===== src/rtl/irq_gate.sv =====
module irq_gate #(
  parameter int W  = 8,
  parameter int AW = 4
) (
  input  logic          clk,
  input  logic          rst_n,
  input  logic [W-1:0]  cond_a,
  input  logic [W-1:0]  cond_b,
  input  logic [AW-1:0] reg_addr,
  input  logic          reg_wr,
  input  logic [W-1:0]  reg_wdata,
  input  logic          reg_rd,
  output logic [W-1:0]  reg_rdata,
  output logic          irq_n
);
  localparam logic [AW-1:0] A_STA = AW'(7);
  localparam logic [AW-1:0] A_STB = AW'(8);
  localparam logic [AW-1:0] A_MKA = AW'(9);
  localparam logic [AW-1:0] A_HIA = AW'(10);
  localparam logic [AW-1:0] A_LOA = AW'(11);
  localparam logic [AW-1:0] A_MKB = AW'(12);
  localparam logic [AW-1:0] A_HIB = AW'(13);
  localparam logic [AW-1:0] A_LOB = AW'(14);

  logic [W-1:0] mk_a, hi_a, lo_a, st_a, pv_a;
  logic [W-1:0] mk_b, hi_b, lo_b, st_b, pv_b;
  logic [W-1:0] ev_a, ev_b;
  logic         rd_a, rd_b;

  function automatic logic [W-1:0] trig(input logic [W-1:0] cur, input logic [W-1:0] prv,
                                        input logic [W-1:0] hi, input logic [W-1:0] lo);
    logic [W-1:0] r;
    r = '0;
    for (int i = 0; i < W; i++) begin
      case ({hi[i], lo[i]})
        2'b01:   r[i] = prv[i] & ~cur[i];
        2'b10:   r[i] = cur[i];
        default: r[i] = cur[i] & ~prv[i];
      endcase
    end
    return r;
  endfunction

  assign ev_a = trig(cond_a, pv_a, hi_a, lo_a) & mk_a;
  assign ev_b = trig(cond_b, pv_b, hi_b, lo_b) & mk_b;
  assign rd_a = reg_rd && (reg_addr == A_STA);
  assign rd_b = reg_rd && (reg_addr == A_STB);
  assign irq_n = ~(|st_a | |st_b);

  always_ff @(posedge clk) begin
    if (!rst_n) begin
      mk_a <= '0; hi_a <= '0; lo_a <= '0; st_a <= '0; pv_a <= '0;
      mk_b <= '0; hi_b <= '0; lo_b <= '0; st_b <= '0; pv_b <= '0;
    end else begin
      pv_a <= cond_a;
      pv_b <= cond_b;
      st_a <= ((rd_a ? '0 : st_a) | ev_a) & mk_a;
      st_b <= ((rd_b ? '0 : st_b) | ev_b) & mk_b;
      if (reg_wr) begin
        case (reg_addr)
          A_MKA:   mk_a <= reg_wdata;
          A_HIA:   hi_a <= reg_wdata;
          A_LOA:   lo_a <= reg_wdata;
          A_MKB:   mk_b <= reg_wdata;
          A_HIB:   hi_b <= reg_wdata;
          A_LOB:   lo_b <= reg_wdata;
          default: ;
        endcase
      end
    end
  end

  always_comb begin
    case (reg_addr)
      A_STA:   reg_rdata = st_a;
      A_STB:   reg_rdata = st_b;
      A_MKA:   reg_rdata = mk_a;
      A_HIA:   reg_rdata = hi_a;
      A_LOA:   reg_rdata = lo_a;
      A_MKB:   reg_rdata = mk_b;
      A_HIB:   reg_rdata = hi_b;
      A_LOB:   reg_rdata = lo_b;
      default: reg_rdata = '0;
    endcase
  end
endmodule


===== config.mk =====
export PLATFORM = sky130hd
export DESIGN_NAME = irq_gate
export DESIGN_NICKNAME = d
export VERILOG_FILES = /design/src/rtl/irq_gate.sv
export SDC_FILE = /design/constraint.sdc
export NUM_CORES = 1
export LEC_CHECK = 0
export BUFFER_PORTS_ARGS = -buffer_cell sky130_fd_sc_hd__buf_2
export CAP_MARGIN = 20
export CORE_MARGIN = 1.5
export CORE_UTILIZATION = 60
export DETAILED_ROUTE_END_ITERATION = 16
export HOLD_SLACK_MARGIN = 0.12
export PLACE_DENSITY = 0.8
export SLEW_MARGIN = 20
export SYNTH_ARGS = -nofsm -noshare
export SYNTH_HDL_FRONTEND = slang
export SYNTH_SLANG_ARGS = --single-unit

===== constraint.sdc =====
create_clock -name clk -period 4.53 [get_ports clk]
set_input_delay 0.906 -clock clk [delete_from_list [all_inputs] [get_ports clk]]
set_output_delay 0.906 -clock clk [all_outputs]
set_load 0.02 [all_outputs]

Word-level counts from Yosys, hierarchy flattened:

Cells that the tools add are included.

* output and inout port bits: 9
* flip-flop bits (word level): 80
* bits of input ports: 32

* multiplexer cells: 19
* reduce and logical (&&, ||, !) cells: 10
* bitwise operators: 72
* equality and inequality tests: 40

Operator list (count)
* $pmux 8 s8: 1
* $not 1->1: 33
* $and 1x1->1: 32
* $and 8x8->8: 4
* $eq 2x1->1 const B: 16
* $eq 2x2->1 const B: 16
* $pmux 1 s2: 16
* $eq 4x4->1 const B: 7
* $mux 8: 2
* $or 8x8->8: 2
* $reduce_or 8->1: 2
* $reduce_and 2->1: 6
* $eq 4x3->1 const B: 1
* $logic_and 1x1->1: 2
* $or 1x1->1: 1

Longest topological paths before layout:

* depth after elaboration: 6
* gate-level depth with buffers: 6
* depth with buffers taken out: 5

Worst setup path after synthesis:

OpenSTA, ideal clock, no wires.

* path type: input to output
* start point: input reg_addr[0]
* end point: output reg_rdata[0]
* stages on the path: 4
* buffers on the path: 2
* arrival time: 1.940 ns
* setup slack: 1.684 ns
* cell sequence: buf_6 buf_6 mux4_2 a22o_1

* word-level cells in the longest chain between the ends: 2

Ends and longest elaborated chain
* from (decl): RTL line 9 `input logic [AW-1:0] reg_addr,`
* $eq 4x4->1 / $eq 4x3->1 (equally long branches): RTL line 74 `case (reg_addr)`
* $pmux 8 s8 (*): RTL line 74
* to (decl): RTL line 13 `output logic [W-1:0] reg_rdata,`

Mark *: on every way between the ends. The rest lies on a longest branch, timed or not.

Final worst setup path:

* start point: input reg_addr[1]
* end point: output reg_rdata[6]

Same word-level chain as after synthesis.

==> results.tsv <==
stage	metric	value	unit
detailed_routing	DR vias/cell	6.365	
pwr	sw frac	25.67	%
sta	Final Setup Violations	0	
pwr	Psw	0.0003552	W
synthesis	Syn Area/Cell	8.856	um2
detailed_routing	DRT antenna net count	0	
floorplanning	# rows	31	
pwr	clock network fraction of total power	37.7	%
worst_setup_path	CP required	3.62	ns
grt	largest net degree at the start of global routing	81	
grt	GR Overflow Total	0	
placement	GP Congestion	0.8896	
synthesis	register area share after synthesis	35.18	%
detailed_routing	starting DRC count in detailed routing	289	
synthesis	predominant post-synthesis flop cell	dfxtp_1	
pwr	Peak VDD IR	189.3	uV
pwr	leakage power	1.636	nW
synthesis	Post-synth EDFFs	0	
min_path	hold path cells	2	
cts	CTS Buf Count	9	
final_layout	Non-Filler Instances	628	
placement	IO buf count	40	
detailed_routing	DRC Markers	0	
sta	RSZ-0062 raised after global routing	false	
final_layout	layout cells sized above 1	12.48	%
floorplanning	Boundary Pins	41	
cts	Longest Clk Path Bufs	2	
grt	M1 GR Usage	34.50	%
worst_setup_path	path depth of the worst reg2reg path	4	
synthesis	Ys Warns	0	
synthesis	cell accounting for the most synthesized area	dfxtp_1	
synthesis	Synth cell types	34	
detailed_routing	vias	3997	
floorplanning	Initial Utilization	62.42	%
synthesis	syn nets	578	
worst_setup_path	CP endpoint kind	output port	
pwr	Sequential Power Share	52.5	%
sta	final period utilization	74.71	%
cts	clk_lat worst skew	0.36	ns
final_layout	Filler cells	643	
detailed_routing	drt pass-1 iters	5	
floorplanning	core area	7292	um2
cts	TritonCTS clock tree	yes	
worst_setup_path	Worst Setup Path Type	primary input to output port	
run_status	status	finished clean	
pwr	Comb pwr share	9.8	%
placement	dpl cells	613	
cts	Clock Pin Slew Worst Setup and Hold Paths	0.08	ns
sta	min cycle time layout	3.385	ns
detailed_routing	drt total wl	11.57	mm
synthesis	#FFs+latches synth	80	
grt	GR peak layer	met2	
placement	DP Worst Slack	1.173	ns
final_layout	layout net count	589	
sta	clock skew	0.008464	ns
sta	Hold Vio Cnt, Final	0	
synthesis	cell area after synthesis	4552	um2
detailed_routing	wire length per cell	18.43	um
cts	Sink Count	80	
grt	GRT Util Overall	28.98	%
pwr	PD cells	283.6	nW/um2
grt	GR Util met3	6.261	%
job	max_cap viols	0	
cts	root buf cell	clkbuf_8	
final_layout	area of the multi-input gates	2625	um2
cts	htree depth	3	
pwr	Int Power	0.001029	W
sta	setup ws final	1.145	ns
grt	met2 Usage GRT	51.33	%
grt	first-pass GRT wire length	18.75	mm
sta	Max-slew headroom	36.31	%
final_layout	Synth-to-Final Area Change	7.174	%
sta	Slew @ Worst Pin	0.9554	ns
synthesis	area share of the largest cell type after synthesis	35.18	%
floorplanning	DIE WIDTH	90.10	um
final_layout	area occupied by registers	1602	um2
sta	FMAX	295.5	MHz
worst_setup_path	Worst Path Max Fanout	42	
cts	post_cts resized	0	
floorplanning	Die Span Y	90.10	um
final_layout	antenna cells	0	
cts	setup bufs post-CTS	0	
grt	initial antenna violation count	0	
floorplanning	DIE AREA	8118	um2
grt	vias in the first global route	3887	
synthesis	asr flop ratio synth	0	%
synthesis	top cells by area, synth	dfxtp_1, ha_1, a21boi_0, o21ai_0, nand3_1	
worst_setup_path	startpoint types	primary input	
synthesis	Gate Count Post-Synth	514	
cts	CTS Hold Buffers Added	0	
placement	detailed placer's ending HPWL	7.737	mm
sta	Slew Viols, Final	0	
sta	Fin Setup TNS	0	ns
synthesis	top post-synthesis cells by count	dfxtp_1, o21ai_0, nand3_1	
synthesis	most common cell in the netlist	dfxtp_1	
min_path	worst hold path class	flip-flop to flip-flop	
worst_setup_path	WP data arrival	2.48	ns
[state kept, by name, indices dropped and copies added (netlist names)]
signal,flops
hi_a,8
hi_b,8
lo_a,8
lo_b,8
mk_a,8
mk_b,8
pv_a,8
pv_b,8
st_a,8
st_b,8
[cell type report]
cell class | instances | area share [%]
multi-input combinational | 359 | 53.81
sequential | 80 | 32.83
clock buffer | 11 | 2.898
tap | 99 | 2.539
inverter | 33 | 2.539
timing repair buffer | 42 | 4.463
clock inverter | 4 | 0.9233
[power by group through the flow]
| stage | clock network [W] | registers, W | logic (W) |
|---|---|---|---|
| after floorplan | 0 | 0.000739 | 0.0000924 |
| after global placement | 0 | 0.000742 | 0.000128 |
| after detailed placement | 0 | 0.000742 | 0.000133 |
| after CTS | 0.000526 | 0.000726 | 0.000133 |
| after global routing | 0.000551 | 0.000728 | 0.000147 |
| final | 0.000522 | 0.000726 | 0.000135 |
[per-layer routing]
layer | wire, um | part of all wire (%) | up-vias
li1 | - | - | 1895
met1 | 4711 | 41 | 1919
met2 | 5821 | 50 | 164
met3 | 832 | 7.2 | 19
met4 | 206 | 1.8 | 0
met5 | 0 | 0 | -
[cells in the final DEF, fill, tap and decap left out, types with 22 or more instances in the layout]
master	Yosys	final
inv_1	33	33
buf_2	13	39
o21ai_0	58	58
a21boi_0	45	45
nand3_1	49	49
ha_1	32	32
nand2_1	31	31
o211ai_1	22	22
dfxtp_1	80	80
[cells by family (layout without fill, tap and decap cells)]
family	count (synthesis)	count (layout)	share of synthesized area (%)
AOI/OAI and AO/OA	160	160	22.54
and+or+nand+nor	151	151	20.62
buffers and inverters	75	90	7.147
muxes	16	16	5.717
adders and majority gates	32	32	8.796
DFF	80	80	35.18
[worst paths after layout]
| check | startpoint | to | slack, ns |
|---|---|---|---|
| min | mk_b[2] | st_b[2] | 0.45 |
| min reg2reg | mk_b[2] | st_b[2] | 0.45 |
| max | reg_addr[1] | reg_rdata[6] | 1.15 |
| max reg2reg | hi_a[1] | st_a[1] | 3.00 |
[per-stage QoR]
| step | total power [W] | utilization [%] | instance area, um2 | hold WS (ns) |
|---|---|---|---|---|
| 2_1_floorplan | 0.0008311 | - | 4552 | 0.4184 |
| 3_3_place_gp | 0.0008698 | 64.31 | 4690 | 0.4385 |
| 3_5_place_dp | 0.0008751 | 64.31 | 4690 | 0.4487 |
| 4_1_cts | 0.001385 | 66.87 | 4876 | 0.4465 |
| 5_1_grt | 0.001426 | 66.90 | 4878 | 0.4695 |
| 6_report | 0.001384 | 66.90 | 4878 | 0.4485 |
[worst max-delay path: stages]
cell	delay, ns
buf_2	0.60
mux4_2	0.59
a22o_1	0.21
buf_2	0.15
Note: power is estimated with default switching activity, not from simulation.
